[src/rtl/clksel_pkg.sv]
package clksel_pkg;

    localparam int SEL_W = 3;
    localparam int LANES = 2;
    localparam int LN_LO = 0;
    localparam int LN_HI = 1;

    localparam logic [7:0] KEY_LO_A = 8'h46;
    localparam logic [7:0] KEY_LO_B = 8'h57;
    localparam logic [7:0] KEY_HI_A = 8'h78;
    localparam logic [7:0] KEY_HI_B = 8'h9A;

    localparam int LO_EN_BIT   = 0;
    localparam int LO_FAIL_BIT = 3;
    localparam int LO_LOCK_BIT = 5;
    localparam int HI_NEW_LSB  = 0;
    localparam int HI_CUR_LSB  = 4;

    typedef enum logic [1:0] {
        LK_IDLE = 2'd0,
        LK_HALF = 2'd1,
        LK_OPEN = 2'd2
    } lane_st_e;

    typedef struct packed {
        logic             en;
        logic             fail;
        logic             lock;
        logic [SEL_W-1:0] cur;
    } sw_stat_t;

    function automatic logic [7:0] key_first(input int lane);
        return (lane == LN_HI) ? KEY_HI_A : KEY_LO_A;
    endfunction

    function automatic logic [7:0] key_second(input int lane);
        return (lane == LN_HI) ? KEY_HI_B : KEY_LO_B;
    endfunction

    function automatic logic [7:0] pack_hi(input logic [SEL_W-1:0] nsel,
                                           input logic [SEL_W-1:0] cur);
        logic [7:0] b;
        b = '0;
        b[HI_NEW_LSB +: SEL_W] = nsel;
        b[HI_CUR_LSB +: SEL_W] = cur;
        return b;
    endfunction

    function automatic logic [7:0] pack_lo(input sw_stat_t s);
        logic [7:0] b;
        b = '0;
        b[LO_EN_BIT]   = s.en;
        b[LO_FAIL_BIT] = s.fail;
        b[LO_LOCK_BIT] = s.lock;
        return b;
    endfunction

endpackage

[src/rtl/key_lane.sv]
module key_lane
    import clksel_pkg::*;
#(
    parameter int          ADDR_W    = 4,
    parameter int unsigned LANE_ADDR = 0,
    parameter logic [7:0]  KEY_A     = 8'h00,
    parameter logic [7:0]  KEY_B     = 8'h00
) (
    input  logic              clk,
    input  logic              rst,
    input  logic              wr_en,
    input  logic [ADDR_W-1:0] wr_addr,
    input  logic [7:0]        wr_data,
    output logic              grant_o
);

    localparam logic [ADDR_W-1:0] MY_ADDR = ADDR_W'(LANE_ADDR);

    lane_st_e st_q, st_d;
    logic     hit;

    assign hit     = wr_en && (wr_addr == MY_ADDR);
    assign grant_o = (st_q == LK_OPEN) && hit;

    always_comb begin
        st_d = LK_IDLE;
        case (st_q)
            LK_IDLE: if (hit && wr_data == KEY_A) st_d = LK_HALF;
            LK_HALF: if (hit && wr_data == KEY_B) st_d = LK_OPEN;
            default: st_d = LK_IDLE;
        endcase
    end

    always_ff @(posedge clk) begin
        if (rst) st_q <= LK_IDLE;
        else     st_q <= st_d;
    end


    half_after_key_chk: assert property (@(posedge clk) disable iff (rst)
        (st_q == LK_HALF) |-> $past(hit && wr_data == KEY_A));


    open_after_keys_chk: assert property (@(posedge clk) disable iff (rst)
        (st_q == LK_OPEN) |-> $past(hit && wr_data == KEY_B && st_q == LK_HALF));


    open_one_cycle_chk: assert property (@(posedge clk) disable iff (rst)
        (st_q == LK_OPEN) |=> (st_q == LK_IDLE));

endmodule

[src/rtl/switch_seq.sv]
module switch_seq
    import clksel_pkg::*;
#(
    parameter int TMO_W   = 8,
    parameter int RST_SEL = 0
) (
    input  logic             clk,
    input  logic             rst,
    input  logic             start_i,
    input  logic [SEL_W-1:0] nsel_i,
    input  logic             ready_i,
    input  logic             lock_i,
    input  logic [TMO_W-1:0] limit_i,
    output sw_stat_t         stat_o,
    output logic             req_o
);

    localparam logic [SEL_W-1:0] RST_V = SEL_W'(RST_SEL);

    sw_stat_t         st_q;
    logic [TMO_W-1:0] cnt_q;
    logic [TMO_W:0]   cnt_nx;
    logic             expired;
    logic             waiting;

    assign waiting = st_q.en && !st_q.fail;
    assign cnt_nx  = {1'b0, cnt_q} + 1'b1;
    assign expired = cnt_nx >= {1'b0, limit_i};

    always_ff @(posedge clk) begin
        if (rst) begin
            st_q.en   <= 1'b0;
            st_q.fail <= 1'b0;
            st_q.lock <= 1'b0;
            st_q.cur  <= RST_V;
            cnt_q     <= '0;
        end else begin
            st_q.lock <= lock_i;
            if (start_i) begin
                st_q.en   <= 1'b1;
                st_q.fail <= 1'b0;
                cnt_q     <= '0;
            end else if (waiting) begin
                if (ready_i) begin
                    st_q.cur <= nsel_i;
                    st_q.en  <= 1'b0;
                end else if (expired) begin
                    st_q.fail <= 1'b1;
                end else begin
                    cnt_q <= cnt_nx[TMO_W-1:0];
                end
            end
        end
    end

    assign stat_o = st_q;
    assign req_o  = waiting;


    commit_value_chk: assert property (@(posedge clk) disable iff (rst)
        $fell(st_q.en) |-> (st_q.cur == $past(nsel_i)));


    fail_keeps_en_chk: assert property (@(posedge clk) disable iff (rst)
        $rose(st_q.fail) |-> st_q.en);


    start_cause_chk: assert property (@(posedge clk) disable iff (rst)
        $rose(st_q.en) |-> $past(start_i));


    lock_mirror_chk: assert property (@(posedge clk) disable iff (rst)
        1'b1 |=> (st_q.lock == $past(lock_i)));

endmodule

[src/rtl/clksel_ctrl.sv]
module clksel_ctrl
    import clksel_pkg::*;
#(
    parameter int          ADDR_W  = 4,
    parameter int unsigned LO_ADDR = 0,
    parameter int unsigned HI_ADDR = 1,
    parameter int          TMO_W   = 8,
    parameter int          RST_SEL = 0
) (
    input  logic              clk,
    input  logic              rst,
    input  logic              wr_en,
    input  logic [ADDR_W-1:0] wr_addr,
    input  logic [7:0]        wr_data,
    input  logic [ADDR_W-1:0] rd_addr,
    output logic [7:0]        rd_data,
    input  logic [TMO_W-1:0]  tmo_limit,
    input  logic              osc_ready,
    input  logic              osc_lock,
    output logic [2:0]        cur_sel,
    output logic [2:0]        tgt_sel,
    output logic              sw_req
);

    localparam logic [SEL_W-1:0]  RST_V  = SEL_W'(RST_SEL);
    localparam logic [ADDR_W-1:0] A_LO   = ADDR_W'(LO_ADDR);
    localparam logic [ADDR_W-1:0] A_HI   = ADDR_W'(HI_ADDR);

    logic [LANES-1:0] grant;
    logic [SEL_W-1:0] new_sel_q;
    logic             start;
    sw_stat_t         stat;

    for (genvar gi = 0; gi < LANES; gi++) begin : g_lane
        key_lane #(
            .ADDR_W   (ADDR_W),
            .LANE_ADDR((gi == LN_HI) ? HI_ADDR : LO_ADDR),
            .KEY_A    (key_first(gi)),
            .KEY_B    (key_second(gi))
        ) u_lane (
            .clk    (clk),
            .rst    (rst),
            .wr_en  (wr_en),
            .wr_addr(wr_addr),
            .wr_data(wr_data),
            .grant_o(grant[gi])
        );
    end

    always_ff @(posedge clk) begin
        if (rst)               new_sel_q <= RST_V;
        else if (grant[LN_HI]) new_sel_q <= wr_data[HI_NEW_LSB +: SEL_W];
    end

    assign start = grant[LN_LO] && wr_data[LO_EN_BIT];

    switch_seq #(
        .TMO_W  (TMO_W),
        .RST_SEL(RST_SEL)
    ) u_seq (
        .clk    (clk),
        .rst    (rst),
        .start_i(start),
        .nsel_i (new_sel_q),
        .ready_i(osc_ready),
        .lock_i (osc_lock),
        .limit_i(tmo_limit),
        .stat_o (stat),
        .req_o  (sw_req)
    );

    always_comb begin
        if (rd_addr == A_HI)      rd_data = pack_hi(new_sel_q, stat.cur);
        else if (rd_addr == A_LO) rd_data = pack_lo(stat);
        else                      rd_data = '0;
    end

    assign cur_sel = stat.cur;
    assign tgt_sel = new_sel_q;


    new_sel_guard_chk: assert property (@(posedge clk) disable iff (rst)
        !$stable(new_sel_q) |-> $past(grant[LN_HI]));


    no_req_when_failed_chk: assert property (@(posedge clk) disable iff (rst)
        stat.fail |-> !sw_req);

endmodule

[config.mk]
export PLATFORM = sky130hd
export DESIGN_NAME = clksel_ctrl
export DESIGN_NICKNAME = d
export VERILOG_FILES = /design/src/rtl/clksel_pkg.sv /design/src/rtl/key_lane.sv /design/src/rtl/switch_seq.sv /design/src/rtl/clksel_ctrl.sv
export SDC_FILE = /design/constraint.sdc
export NUM_CORES = 1
export LEC_CHECK = 0
export ABC_AREA = 1
export ABC_CLOCK_PERIOD_IN_PS = 2700
export BUFFER_PORTS_ARGS = -buffer_cell sky130_fd_sc_hd__buf_2
export CORE_MARGIN = 2
export CORE_UTILIZATION = 51
export DETAILED_ROUTE_END_ITERATION = 12
export GPL_TIMING_DRIVEN = 0
export PLACE_DENSITY_LB_ADDON = 0.2
export RECOVER_POWER = 25
export SYNTH_ARGS = -nofsm -noshare
export SYNTH_HDL_FRONTEND = slang
export SYNTH_SLANG_ARGS = --single-unit
[constraint.sdc]
create_clock -name clk -period 2.7 [get_ports clk]
set_input_delay 0.81 -clock clk [delete_from_list [all_inputs] [get_ports clk]]
set_output_delay 0.81 -clock clk [all_outputs]
set_load 0.05 [all_outputs]
# [Word-level counts from Yosys, hierarchy flattened]
# Index checks and enable logic that the tools add are counted.
[classes] add_sub_neg=1 magnitude_cmp=1 n_eq_ne=10 n_mux=13 n_bitwise=3 reduce_logical=22
[ops] op="== test 8 x 7 -> 1 bit (second input constant)" count=3
[ops] op="logical AND 1 bit" count=10
[ops] op="adder 8 x 1 -> 9 bit (second input constant)" count=1
[ops] op="greater-or-equal comparator 9 x 8 -> 1 bit" count=1
[ops] op="AND reduction 3 bit" count=3
[ops] op="== test 4 x 1 -> 1 bit (second input constant)" count=2
[ops] op="== test 8 bit (second input constant)" count=1
[ops] op="logical NOT 4 bit" count=2
[ops] op="two-way mux 2 bit" count=4
[ops] op="one-hot mux 2 bit (2 select lines)" count=2
[ops] op="two-way mux 7 bit" count=1
[ops] op="two-way mux 6 bit" count=1
[ops] op="two-way mux 1 bit" count=5
[ops] op="== test 2 x 1 -> 1 bit (second input constant)" count=2
[ops] op="== test 2 bit (second input constant)" count=2
[ops] op="logical NOT 2 bit" count=2
[ops] op="nonzero test 2 bit" count=2
[ops] op="NOT 1 bit" count=3
[ops] op="AND reduction 2 bit" count=1
[ops] op="OR reduction 2 bit" count=1
[ops] op="logical NOT 1 bit" count=1
[word_totals] register_bits=21 inputBits=29 output_inout_bits=15 word_cells=58

# [Depth between registers and ports, before layout]
[depth] ltp_word=6 depth_mapped=17 depth_no_buf=17

# [By module]
# Synthesis repeated with hierarchy kept, for this count alone.
[unflattened] cells_unflattened=236 hier_area_um2=1500.2
[by_module_without_submodules] mod="switch_seq" instances=1 cells_per_inst=134 area_each_um2=963.4 seq_area_each_um2=280.3
[by_module_without_submodules] mod="clksel_ctrl" instances=1 cells_per_inst=39 area_each_um2=220.2 seq_area_each_um2=60.1
[by_module_without_submodules] mod="key_lane at g_lane[1].u_lane" instances=1 cells_per_inst=33 area_each_um2=166.4 seq_area_each_um2=40.0
[by_module_without_submodules] mod="key_lane at g_lane[0].u_lane" instances=1 cells_per_inst=30 area_each_um2=150.1 seq_area_each_um2=40.0

# [Worst setup path after synthesis]
# No wires, ideal clock.
[synth_path] path_kind="input -> output" startpoint="input port rd_addr[3]" endpoint="output port rd_data[5]" t_arrival_ns=2.254 t_required_ns=1.890 path_slack_ns=-0.364 cell_stages=3 path_buffers=0 path_cell_list="nor2_1 -> nand3b_1 -> o21ai_0"
[synth_between] elab_chain_cells=3
[synth_lines] element="start: declaration" line_no="clksel_ctrl.sv:15" text="input logic [ADDR_W-1:0] rd_addr,"
[synth_lines] element="logical NOT 4 bit" line_no="clksel_ctrl.sv:74" text="else if (rd_addr == A_LO) rd_data = pack_lo(stat);"
[synth_lines] element="two-way mux 6 bit" line_no="clksel_ctrl.sv:74"
[synth_lines] element="two-way mux 7 bit *" line_no="clksel_ctrl.sv:73" text="if (rd_addr == A_HI) rd_data = pack_hi(new_sel_q, stat.cur);"
[synth_lines] element="end: declaration" line_no="clksel_ctrl.sv:16" text="output logic [7:0] rd_data,"
# Every way passes the cells marked *; elsewhere a longest branch is shown, timed or not.

# [Worst setup path after layout]
# Same ends and word-level chain as after synthesis.

==> results.sh <==
export IMPL_status="completed"
export IMPL_cts_hold_buf=0
export IMPL_fin_crit_ns=2.579
export IMPL_syn_inst=219
export IMPL_dieHeight_microns=56.84
export IMPL_worstPathRequired_ns=1.89
export IMPL_design_core_area_sq_mm=0.002710
export IMPL_hpwlAfterDp_mm=2.236
export IMPL_grt_max_degree=12
export IMPL_synth_seq_cells=21
export IMPL_synthTopCellsByArea="dfxtp_1, inv_1, nand2_1, ha_1, nor2_1"
export IMPL_ys_seq_area_share_pct=29.53
export IMPL_peakVddDrop_v=0.0002441
export IMPL_finalSetupViolCount=0
export IMPL_worstSetupPathType="input port to output port"
export IMPL_synth_warnings=0
export IMPL_final_nets=304
export IMPL_p_per_area_mw_per_mm2=305.8
export IMPL_nFillCells=284
export IMPL_place_area_sq_mm=0.001679
export IMPL_tritoncts="yes"
export IMPL_final_max_slew_violation_count=0
export IMPL_leakagePower_nw=0.9175
export IMPL_die_area_sq_mm=0.003231
export IMPL_ant_nets=0
export IMPL_routed_wirelength_mm=2.741
export IMPL_skew_ns=0.001752
export IMPL_syn_avg_cell_area_sq_um=6.502
export IMPL_synth_distinct_cells=26
export IMPL_synth_edf_count=0
export IMPL_utilization_pct=62.88
export IMPL_initial_core_util_pct=52.54
export IMPL_num_antenna_cells=0
export IMPL_drc=0
export IMPL_gr_usage_all_layers_pct=17.96
export IMPL_period_share_pct=95.50
export IMPL_design_area_sq_mm=0.001704
export IMPL_clk_pin_slew_ns=0.11
export IMPL_worstPathMaxFanout=6
export IMPL_routabilityCongestion=0.7870
export IMPL_first_global_vias=1244
export IMPL_grt_overflow=0
export IMPL_grt_pass1_wl_mm=4.761
export IMPL_via_per_inst=4.791
export IMPL_syn_to_final_growth_pct=19.68
export IMPL_io_pins=44
export IMPL_fmax_ghz=0.3878
export IMPL_post_cts_buffers=0
export IMPL_synth_area_leader_cell="dfxtp_1"
export IMPL_rows=19
export IMPL_antenna_found_initial=0
export IMPL_syn_area_sq_mm=0.001424
export IMPL_async_flop_share_pct=0
export IMPL_maxCapViolCount=0
export IMPL_dr_pass1_iters=4
export IMPL_cts_buffers=3
export IMPL_drt_iter0_markers=48
export IMPL_synth_top_area_share_pct=29.53
export IMPL_htree_levels=1
export IMPL_die_x_microns=56.84
export IMPL_crit_arrival_ns=1.77
export IMPL_hold_path_class="register to register"
export IMPL_cp_end_kind="output port"
export IMPL_post_cts_resized=0
export IMPL_numPortBuffers=42
export IMPL_synth_main_ff_cell="dfxtp_1"
export IMPL_cts_sinks=21
export IMPL_drive_gt1_share_pct=22.26
export IMPL_hold_violations=0
export IMPL_clk_latency_ns=0.30
export IMPL_synth_fp_nets=257
export IMPL_vias=1418
export IMPL_rsz0062_at_grt="false"
export IMPL_clockBufferDepth=2
export IMPL_wl_per_cell_microns=9.260
export IMPL_startpoint_type="input port"
export IMPL_cts_root_buf="clkbuf_4"
## through the flow
step / instances / hold slack [ns] / total power, mW / setup TNS, ns / setup slack [ns]
floorplan: 219 / 0.4440 / 0.3480 / -0.005843 / -0.005843
global placement: 292 / 0.4640 / 0.3761 / 0 / 0.1188
detailed placement: 292 / 0.4677 / 0.3773 / 0 / 0.1244
CTS: 296 / 0.4858 / 0.5298 / 0 / 0.1217
global route: 296 / 0.5166 / 0.5521 / 0 / 0.02521
finish: 296 / 0.4801 / 0.5211 / 0 / 0.1214
## final timing paths
path                                               start                  endpoint  slack (ns)  cells after the start
worst min register to register  g_lane[0].u_lane.st_q[0]  g_lane[0].u_lane.st_q[1]        0.48                      2
worst min-delay path            g_lane[0].u_lane.st_q[0]  g_lane[0].u_lane.st_q[1]        0.48                      2
worst max register to register            u_seq.cnt_q[0]            u_seq.cnt_q[4]        0.43                     15
worst max-delay path                          rd_addr[3]                rd_data[5]        0.12                      5
## sequential cells by signal (all words and copies together) (netlist names)
name / cells
u_seq.cnt_q: 8
tgt_sel: 3
g_lane.u_lane.st_q: 4
u_seq.stat_o: 6
## worst max-delay path, cell delays in order
cell	delay, ns
buf_2	0.09
nor2_1	0.16
nand3b_1	0.24
o21ai_1	0.19
buf_2	0.28
## report_power, final
| part | internal, mW | switching [mW] | total (mW) |
|---|---|---|---|
| registers | 0.310 | 0.000215 | 0.311 |
| clock network | 0.0575 | 0.0940 | 0.151 |
| logic | 0.0258 | 0.0331 | 0.0589 |
| total | 0.394 | 0.127 | 0.521 |
## kinds of logic (layout without fill, tap and decap cells)
kind of cell    count (synthesis)  in the layout  synth area share [%]
compound gates                 21             21                 8.875
buf+inv                        60            106                 16.87
other cells                     1              1                0.2634
simple gates                  104            104                 34.71
flops                          21             21                 29.53
fa+ha+maj                       9              9                 7.909
xor+xnor                        3              3                 1.846
## Yosys cell counts, types with 2 or more instances
cell type / n
nand3_1: 6
nor2_2: 2
nor2_4: 2
ha_1: 9
dfxtp_1: 21
a21oi_1: 9
nand4_1: 13
nand2_1: 41
inv_1: 55
xor2_1: 3
buf_4: 4
nor2_1: 28
nor3_1: 6
o21ai_0: 8
## metal layers
layer / vias up / part of all wire, % / track usage (%)
met4: 0 / 0.62 / 5.980
met3: 2 / 5.1 / 2.535
met1: 618 / 46 / 23.37
met5: - / 0 / 0
met2: 29 / 48 / 30.40
li1: 769 / - / -
## cells in the final DEF (no fill, tap or decap), drive strengths merged
| cell | count |
|---|---|
| and3 | 1 |
| conb | 1 |
| buf | 45 |
| dfxtp | 21 |
| nor3 | 6 |
| nand2 | 42 |
| ha | 9 |
| nand4 | 13 |
| o22ai | 1 |
| nand3b | 1 |
| inv | 56 |
| clkbuf | 5 |
| a21oi | 9 |
| xor2 | 3 |
| nor4 | 1 |
| nand3 | 8 |
| o21ai | 10 |
| nor2 | 32 |
| a31oi | 1 |
## cell type report
type                    count  area, sq um  share of cell area, %
multi-input cells         138        769.5                  45.15
inverters                  56        210.2                  12.33
well taps                  31        38.79                  2.276
flip-flops and latches     21        420.4                  24.67
clock buffers               4        26.28                  1.542
repair buffers             42        209.0                  12.26
plain buffers               4        30.03                  1.762
No activity file was read; power rests on OpenSTA's default activity.
